File: src/rtl/mbx_pkg.sv
package mbx_pkg;
    localparam int BYTE_W = 8;
    localparam int WORD_W = 16;
    localparam int ADDR_W = 5;

    typedef logic [BYTE_W-1:0] byte_t;
    typedef logic [WORD_W-1:0] word_t;
    typedef logic [ADDR_W-1:0] addr_t;

    // mailbox byte map
    localparam addr_t A_CMD_FLAG   = 5'd0;
    localparam addr_t A_CMD_ID     = 5'd1;
    localparam addr_t A_CMD_CODE   = 5'd2;
    localparam addr_t A_CMD_LEN_HI = 5'd3;
    localparam addr_t A_CMD_LEN_LO = 5'd4;
    localparam addr_t A_CMD_DAT_HI = 5'd5;
    localparam addr_t A_CMD_DAT_LO = 5'd6;
    localparam addr_t A_RSP_FLAG   = 5'd8;
    localparam addr_t A_RSP_ID     = 5'd9;
    localparam addr_t A_RSP_CODE   = 5'd10;
    localparam addr_t A_RSP_STATUS = 5'd11;
    localparam addr_t A_RSP_LEN_HI = 5'd12;
    localparam addr_t A_RSP_LEN_LO = 5'd13;
    localparam addr_t A_RSP_DAT_HI = 5'd14;
    localparam addr_t A_RSP_DAT_LO = 5'd15;
    localparam addr_t A_STATE      = 5'd16;
    localparam addr_t A_CAP_TYPE   = 5'd17;
    localparam addr_t A_CAP_HI     = 5'd18;
    localparam addr_t A_CAP_LO     = 5'd19;
    localparam addr_t A_HARD_HI    = 5'd20;
    localparam addr_t A_HARD_LO    = 5'd21;
    localparam addr_t A_SOFT_HI    = 5'd22;
    localparam addr_t A_SOFT_LO    = 5'd23;
    localparam addr_t A_MAX_HI     = 5'd24;
    localparam addr_t A_MAX_LO     = 5'd25;

    // flag encodings
    localparam byte_t CMD_READY = 8'h80;
    localparam byte_t RSP_IDLE  = 8'h00;
    localparam byte_t RSP_BUSY  = 8'h02;
    localparam byte_t RSP_DONE  = 8'h01;

    // response status codes
    localparam byte_t ST_OK       = 8'h00;
    localparam byte_t ST_BAD_CODE = 8'h11;
    localparam byte_t ST_BAD_LEN  = 8'h12;
    localparam byte_t ST_INTERNAL = 8'h15;

    localparam byte_t OP_SET_CAP    = 8'hD1;
    localparam byte_t CAPT_NONE     = 8'h00;
    localparam byte_t CAPT_USER     = 8'h02;
    localparam byte_t ENGINE_ACTIVE = 8'h03;
    localparam word_t CAP_ARG_LEN   = 16'd2;

    // decision produced for one executed command
    typedef struct packed {
        byte_t status;
        word_t len;
        logic  load_data;
        word_t data;
        logic  load_cap;
        word_t cap;
        byte_t cap_type;
    } verdict_t;

    typedef enum logic [1:0] {
        ENG_NONE,
        ENG_MARK,
        ENG_BODY,
        ENG_COMMIT
    } eng_op_t;

    typedef enum logic {
        SQ_IDLE,
        SQ_COMMIT
    } sq_state_t;

    function automatic word_t clamp_cap(word_t req, word_t lo, word_t hi);
        if (req < lo)      return lo;
        else if (req > hi) return hi;
        else               return req;
    endfunction

    function automatic byte_t hi_byte(word_t w);
        return w[WORD_W-1:BYTE_W];
    endfunction

    function automatic byte_t lo_byte(word_t w);
        return w[BYTE_W-1:0];
    endfunction
endpackage

File: src/rtl/mbx_cap_eval.sv
module mbx_cap_eval
    import mbx_pkg::*;
#(
    parameter word_t CAP_MAX = 16'd100,
    parameter word_t CAP_MIN = 16'd10
) (
    input  byte_t    code,
    input  word_t    arg_len,
    input  word_t    arg,
    input  word_t    cur_cap,
    input  logic     flag_ok,
    output verdict_t verdict
);
    always_comb begin
        verdict          = '0;
        verdict.cap      = cur_cap;
        verdict.cap_type = CAPT_NONE;
        if (!flag_ok) begin
            verdict.status = ST_INTERNAL;
        end else if (code != OP_SET_CAP) begin
            verdict.status = ST_BAD_CODE;
        end else if (arg_len != CAP_ARG_LEN) begin
            verdict.status    = ST_BAD_LEN;
            verdict.len       = CAP_ARG_LEN;
            verdict.load_data = 1'b1;
            verdict.data      = cur_cap;
        end else begin
            verdict.status    = ST_OK;
            verdict.len       = CAP_ARG_LEN;
            verdict.load_data = 1'b1;
            verdict.load_cap  = 1'b1;
            if (arg == '0) begin
                verdict.cap      = CAP_MAX;
                verdict.cap_type = CAPT_NONE;
            end else begin
                verdict.cap      = clamp_cap(arg, CAP_MIN, CAP_MAX);
                verdict.cap_type = CAPT_USER;
            end
            verdict.data = verdict.cap;
        end
    end
endmodule

File: src/rtl/mbx_sequencer.sv
module mbx_sequencer
    import mbx_pkg::*;
(
    input  logic    clk,
    input  logic    rst,
    input  logic    tick,
    input  byte_t   cmd_flag,
    input  byte_t   rsp_flag,
    output eng_op_t op,
    output logic    flag_ok,
    output logic    busy,
    output logic    msg_raise
);
    sq_state_t state_q, state_d;
    logic      pending;

    assign pending = (cmd_flag == CMD_READY);
    assign flag_ok = (rsp_flag == RSP_BUSY);
    assign busy    = (state_q == SQ_COMMIT);

    always_comb begin
        op      = ENG_NONE;
        state_d = state_q;
        case (state_q)
            SQ_IDLE: begin
                if (tick && pending) begin
                    if (rsp_flag == RSP_IDLE) begin
                        op = ENG_MARK;
                    end else begin
                        op      = ENG_BODY;
                        state_d = SQ_COMMIT;
                    end
                end
            end
            SQ_COMMIT: begin
                op      = ENG_COMMIT;
                state_d = SQ_IDLE;
            end
            default: state_d = SQ_IDLE;
        endcase
    end

    always_ff @(posedge clk) begin
        if (rst) begin
            state_q   <= SQ_IDLE;
            msg_raise <= 1'b0;
        end else begin
            state_q   <= state_d;
            msg_raise <= (state_q == SQ_COMMIT);
        end
    end
endmodule

File: src/rtl/mbx_regfile.sv
module mbx_regfile
    import mbx_pkg::*;
#(
    parameter word_t CAP_MAX  = 16'd100,
    parameter word_t CAP_HARD = 16'd10,
    parameter word_t CAP_SOFT = 16'd20
) (
    input  logic     clk,
    input  logic     rst,
    input  logic     wr_en,
    input  addr_t    wr_addr,
    input  byte_t    wr_data,
    input  addr_t    rd_addr,
    output byte_t    rd_data,
    input  eng_op_t  op,
    input  verdict_t verdict,
    output byte_t    cmd_flag,
    output byte_t    cmd_code,
    output word_t    cmd_len,
    output word_t    cmd_data,
    output byte_t    rsp_flag,
    output word_t    cap,
    output byte_t    cap_type
);
    byte_t c_flag, c_id, c_code;
    word_t c_len, c_data;
    byte_t r_flag, r_id, r_code, r_status;
    word_t r_len, r_data;
    word_t cap_q;
    byte_t type_q;

    always_ff @(posedge clk) begin
        if (rst) begin
            c_flag   <= '0;
            c_id     <= '0;
            c_code   <= '0;
            c_len    <= '0;
            c_data   <= '0;
            r_flag   <= RSP_IDLE;
            r_id     <= '0;
            r_code   <= '0;
            r_status <= '0;
            r_len    <= '0;
            r_data   <= '0;
            cap_q    <= CAP_MAX;
            type_q   <= CAPT_NONE;
        end else begin
            // host side first, engine updates below take precedence
            if (wr_en) begin
                case (wr_addr)
                    A_CMD_FLAG:   c_flag               <= wr_data;
                    A_CMD_ID:     c_id                 <= wr_data;
                    A_CMD_CODE:   c_code               <= wr_data;
                    A_CMD_LEN_HI: c_len[WORD_W-1:BYTE_W]  <= wr_data;
                    A_CMD_LEN_LO: c_len[BYTE_W-1:0]       <= wr_data;
                    A_CMD_DAT_HI: c_data[WORD_W-1:BYTE_W] <= wr_data;
                    A_CMD_DAT_LO: c_data[BYTE_W-1:0]      <= wr_data;
                    A_RSP_FLAG:   r_flag               <= wr_data;
                    A_RSP_ID:     r_id                 <= wr_data;
                    A_RSP_CODE:   r_code               <= wr_data;
                    A_RSP_STATUS: r_status             <= wr_data;
                    A_RSP_LEN_HI: r_len[WORD_W-1:BYTE_W]  <= wr_data;
                    A_RSP_LEN_LO: r_len[BYTE_W-1:0]       <= wr_data;
                    A_RSP_DAT_HI: r_data[WORD_W-1:BYTE_W] <= wr_data;
                    A_RSP_DAT_LO: r_data[BYTE_W-1:0]      <= wr_data;
                    default: ;
                endcase
            end
            case (op)
                ENG_MARK: r_flag <= RSP_BUSY;
                ENG_BODY: begin
                    r_id     <= c_id;
                    r_code   <= c_code;
                    r_status <= verdict.status;
                    r_len    <= verdict.len;
                    if (verdict.load_data) r_data <= verdict.data;
                    if (verdict.load_cap) begin
                        cap_q  <= verdict.cap;
                        type_q <= verdict.cap_type;
                    end
                end
                ENG_COMMIT: begin
                    r_flag <= RSP_DONE;
                    c_flag <= '0;
                end
                default: ;
            endcase
        end
    end

    always_comb begin
        case (rd_addr)
            A_CMD_FLAG:   rd_data = c_flag;
            A_CMD_ID:     rd_data = c_id;
            A_CMD_CODE:   rd_data = c_code;
            A_CMD_LEN_HI: rd_data = hi_byte(c_len);
            A_CMD_LEN_LO: rd_data = lo_byte(c_len);
            A_CMD_DAT_HI: rd_data = hi_byte(c_data);
            A_CMD_DAT_LO: rd_data = lo_byte(c_data);
            A_RSP_FLAG:   rd_data = r_flag;
            A_RSP_ID:     rd_data = r_id;
            A_RSP_CODE:   rd_data = r_code;
            A_RSP_STATUS: rd_data = r_status;
            A_RSP_LEN_HI: rd_data = hi_byte(r_len);
            A_RSP_LEN_LO: rd_data = lo_byte(r_len);
            A_RSP_DAT_HI: rd_data = hi_byte(r_data);
            A_RSP_DAT_LO: rd_data = lo_byte(r_data);
            A_STATE:      rd_data = ENGINE_ACTIVE;
            A_CAP_TYPE:   rd_data = type_q;
            A_CAP_HI:     rd_data = hi_byte(cap_q);
            A_CAP_LO:     rd_data = lo_byte(cap_q);
            A_HARD_HI:    rd_data = hi_byte(CAP_HARD);
            A_HARD_LO:    rd_data = lo_byte(CAP_HARD);
            A_SOFT_HI:    rd_data = hi_byte(CAP_SOFT);
            A_SOFT_LO:    rd_data = lo_byte(CAP_SOFT);
            A_MAX_HI:     rd_data = hi_byte(CAP_MAX);
            A_MAX_LO:     rd_data = lo_byte(CAP_MAX);
            default:      rd_data = '0;
        endcase
    end

    assign cmd_flag = c_flag;
    assign cmd_code = c_code;
    assign cmd_len  = c_len;
    assign cmd_data = c_data;
    assign rsp_flag = r_flag;
    assign cap      = cap_q;
    assign cap_type = type_q;
endmodule

File: src/rtl/mbx_powercap_engine.sv
module mbx_powercap_engine
    import mbx_pkg::*;
#(
    parameter int unsigned CAP_MAX_W      = 100,
    parameter int unsigned CAP_HARD_MIN_W = 10,
    parameter int unsigned CAP_SOFT_MIN_W = 20
) (
    input  logic              clk,
    input  logic              rst,
    input  logic              tick,
    input  logic              wr_en,
    input  logic [ADDR_W-1:0] wr_addr,
    input  logic [BYTE_W-1:0] wr_data,
    input  logic [ADDR_W-1:0] rd_addr,
    output logic [BYTE_W-1:0] rd_data,
    output logic              msg_raise
);
    localparam word_t CAP_MAX_V  = word_t'(CAP_MAX_W);
    localparam word_t CAP_HARD_V = word_t'(CAP_HARD_MIN_W);
    localparam word_t CAP_SOFT_V = word_t'(CAP_SOFT_MIN_W);

    eng_op_t  op;
    verdict_t verdict;
    logic     flag_ok;
    logic     seq_busy;
    byte_t    cmd_flag, cmd_code, rsp_flag, cap_type;
    word_t    cmd_len, cmd_data, cap;

    mbx_sequencer u_seq (
        .clk       (clk),
        .rst       (rst),
        .tick      (tick),
        .cmd_flag  (cmd_flag),
        .rsp_flag  (rsp_flag),
        .op        (op),
        .flag_ok   (flag_ok),
        .busy      (seq_busy),
        .msg_raise (msg_raise)
    );

    mbx_cap_eval #(
        .CAP_MAX (CAP_MAX_V),
        .CAP_MIN (CAP_HARD_V)
    ) u_eval (
        .code    (cmd_code),
        .arg_len (cmd_len),
        .arg     (cmd_data),
        .cur_cap (cap),
        .flag_ok (flag_ok),
        .verdict (verdict)
    );

    mbx_regfile #(
        .CAP_MAX  (CAP_MAX_V),
        .CAP_HARD (CAP_HARD_V),
        .CAP_SOFT (CAP_SOFT_V)
    ) u_rf (
        .clk      (clk),
        .rst      (rst),
        .wr_en    (wr_en),
        .wr_addr  (wr_addr),
        .wr_data  (wr_data),
        .rd_addr  (rd_addr),
        .rd_data  (rd_data),
        .op       (op),
        .verdict  (verdict),
        .cmd_flag (cmd_flag),
        .cmd_code (cmd_code),
        .cmd_len  (cmd_len),
        .cmd_data (cmd_data),
        .rsp_flag (rsp_flag),
        .cap      (cap),
        .cap_type (cap_type)
    );
endmodule

File: config.mk
export PLATFORM = sky130hd
export DESIGN_NAME = mbx_powercap_engine
export DESIGN_NICKNAME = d
export VERILOG_FILES = /design/src/rtl/mbx_pkg.sv /design/src/rtl/mbx_cap_eval.sv /design/src/rtl/mbx_sequencer.sv /design/src/rtl/mbx_regfile.sv /design/src/rtl/mbx_powercap_engine.sv
export SDC_FILE = /design/constraint.sdc
export NUM_CORES = 1
export LEC_CHECK = 0
export ABC_CLOCK_PERIOD_IN_PS = 3000
export CELL_PAD_IN_SITES_DETAIL_PLACEMENT = 1
export CELL_PAD_IN_SITES_GLOBAL_PLACEMENT = 2
export CORE_MARGIN = 2
export CORE_UTILIZATION = 37
export DETAILED_ROUTE_END_ITERATION = 10
export PLACE_DENSITY_LB_ADDON = 0.25
export SLEW_MARGIN = 20
export SYNTH_ARGS = -nofsm -noshare
export SYNTH_HDL_FRONTEND = slang
export SYNTH_SLANG_ARGS = --single-unit
export TNS_END_PERCENT = 50
File: constraint.sdc
create_clock -name clk -period 3 [get_ports clk]
set_input_delay 0.3 -clock clk [delete_from_list [all_inputs] [get_ports clk]]
set_output_delay 0.3 -clock clk [all_outputs]
set_load 0.02 [all_outputs]
==> impl_metrics.toml <==
[place]
dpl.hpwl_um = 23500
post-place-ws_ns = -0.223
port_buffers = 30
placed_cell_area_sq_mm = 0.00801
gp_congestion = 0.950

[yosys]
synth-main-ff-cell = "dfxtp_1"
ys_async_sr_fraction_pct = 0
synth_top_area_share_pct = 40.5
synthAdderAreaFrac_pct = 0
netlist-cell-type-count = 59
yosysWarnings = 0
synthesis.area_sq_mm = 0.00688
synth_top_family_by_area = "simple AND/OR/NAND/NOR gates"
synthMuxAreaShare_pct = 10.5
synth_xor_area_share_pct = 0
synth_simple_gate_area_share_pct = 25.5
synth_area_per_cell_sq_um = 8.38
synth.top_cells.by_area = "dfxtp_1 (40%), mux2i_1 (9.3%), a21oi_1 (5.6%)"
synth_fp_nets = 843
synth_edf_count = 0
ys_seq_elements = 139
seq_area_frac_synth_pct = 40.5
synth-compound-area-share_pct = 19.4
synth_top_area_cell = "dfxtp_1"
synth_cells = 821

[sta]
period_share_pct = 97.4
drv_slew = 0
setup_viol_count_final = 0
fmax_mhz = 342
fin_crit_ns = 2.92
hold_ws_ns = 0.297
worst_slack_ns = 0.0773
finalHoldViolCount = 0
clock_skew_ns = 0.0101
rsz0062_at_grt = "no"
worst_pin_slew_ns = 1.04
slew-limit-headroom_pct = 30.5

[clock_network]
path_clk_slew_ns = 0.07
cts.sinks = 139
cts-hold-fix-buffers = 0
cts.repair.resized = 17
cts_tree = "done"
cts_max_path_buffers = 2
cts_made_buffers = 17
postCtsSetupBuffers = 0
htree_num_levels = 4
clockRootBuffer = "clkbuf_16"
clock_latency_ns = 0.43

[critical_path]
critPathKind = "primary input to output pin"
path_max_fanout = 14
cp.arrival_ns = 2.62
cp.required_ns = 2.70
crit_path_end_kind = "output pin"
start_kind = "primary input"

[power]
power.share.clock_pct = 50.0
combPwrFrac_pct = 8.2
total_leakage_power_nw = 3.28
finalPower_mw = 4.48
power.switching_mw = 1.15
internal_power_mw = 3.33
ir_drop_mv = 0.482
p_seq_share_pct = 41.8
switching_share_pct = 25.6
powerDensity_mw_per_mm2 = 518

[drt]
postRouteAntennaNets = 0
first_iter_violations = 601
avgRoutedWirePerCell_um = 27.7
vias_per_cell = 6.18
dr.pass1.iters = 6
drc_errors = 0
via_count = 7023
wl_um = 31500

[cells_and_area]
layout_commonest_cell = "dfxtp_1"
area.growth.synth_to_final_pct = 25.7
fin_area_sq_mm = 0.00864
fin_util_pct = 47.8
nets = 917
diodes = 0
layout_common_cells = "dfxtp_1 (139), buf_4 (94), nand2_1 (89)"
drive_gt1_share_pct = 17.2

[floorplan]
fp.dieH_um = 140
num_rows = 49
initial_utilization_pct = 38.0
dieArea_sq_mm = 0.0197
coreArea_sq_mm = 0.0181
die_w_um = 140
io_pins = 31

[global_route]
grt_usage_pct = 32.1
grt_max_degree = 64
grt_pass1_wl_um = 46300
grt_overflow = 0
antenna_found_initial = 0
grt_pass1_vias = 7120

[min_path]
hp-class = "primary input to flop"

[job]
maxCapViolations = 0

[outcome]
status = "completed"
[worst max-delay path, cell delays in order]
cell and delay [ns]:
clkdlybuf4s50_1 0.65, buf_4 0.28, nor4bb_1 0.08, a31oi_1 0.15, nor3b_1 0.07, buf_4 0.14, nor4_2 0.40, nand4_1 0.18
dlygate4sd2_1 0.37
[metrics by stage]
step,TNS [ns],std cells
floorplan,0,821
global placement,-1.04,1105
detailed placement,-1.21,1105
CTS,0,1137
global route,0,1137
finish,0,1137
[cell usage after synthesis, types with 8 or more instances]
cell       count
nand4_1       11
nor2b_1       15
a221oi_1      10
nand2_1       89
mux2i_1       64
a211oi_1      26
a22o_1         8
nand3_1       75
clkbuf_1      63
a32oi_1       14
dfxtp_1      139
a21oi_1       77
and2_1        16
a2bb2oi_1      8
nor2_1        59
a22oi_1       15
nor4_1        10
[routing by layer]
metal	track usage, %	vias up	share of wire (%)
li1	-	3177	-
met1	43.2	3566	45
met2	51.1	227	46
met3	5.40	53	5.4
met4	13.5	0	3.5
met5	0	-	0
[sequential cells by signal (all words and copies together) (netlist names)]
name             count
u_rf.cmd_data       16
u_rf.cmd_len        16
u_rf.cap_type        1
u_rf.rsp_flag        8
u_rf.r_data         16
u_seq.msg_raise      1
u_rf.r_code          8
u_rf.r_len          16
u_rf.r_status        8
u_seq.busy           1
u_rf.cmd_code        8
u_rf.r_id            8
u_rf.c_id            8
u_rf.cap            16
u_rf.cmd_flag        8
[layout make-up]
cell class / instances / area [sq um]
fill: 2081 / 9440
timing repair buffer: 127 / 1070
clock buffer: 19 / 443
inverter: 4 / 15.0
clock inverter: 13 / 166
tap: 229 / 287
multi-input combinational: 606 / 3880
sequential: 139 / 2780
[power groups by stage]
stage / logic, mW / registers [mW] / clock network [mW]
floorplan: 0.160 / 1.90 / 0
global placement: 0.355 / 1.91 / 0
detailed placement: 0.360 / 1.91 / 0
CTS: 0.363 / 1.87 / 2.24
global route: 0.385 / 1.87 / 2.31
finish: 0.368 / 1.87 / 2.24
[cell families after synthesis]
logic type             after synthesis
flip-flops                         139
multiplexers                        71
AO/OA/AOI/OAI                      195
AND/OR/NAND/NOR                    340
buffers and inverters               76
[worst paths after layout]
kind / endpoint / depth (start not counted) / slack (ns) / start
hold / removal: u_rf.r_data[11]$_SDFF_PP0_ / 2 / 0.30 / rst
setup reg to reg: u_rf.r_data[15]$_SDFF_PP0_ / 5 / 0.45 / u_rf.cmd_flag[1]$_SDFFE_PP0P_
setup / recovery: rd_data[3] / 9 / 0.08 / rd_addr[0]
hold reg to reg: u_rf.r_status[5]$_SDFFE_PP0P_ / 2 / 0.47 / u_rf.r_status[5]$_SDFFE_PP0P_
Power figures use the tool's default switching activity.
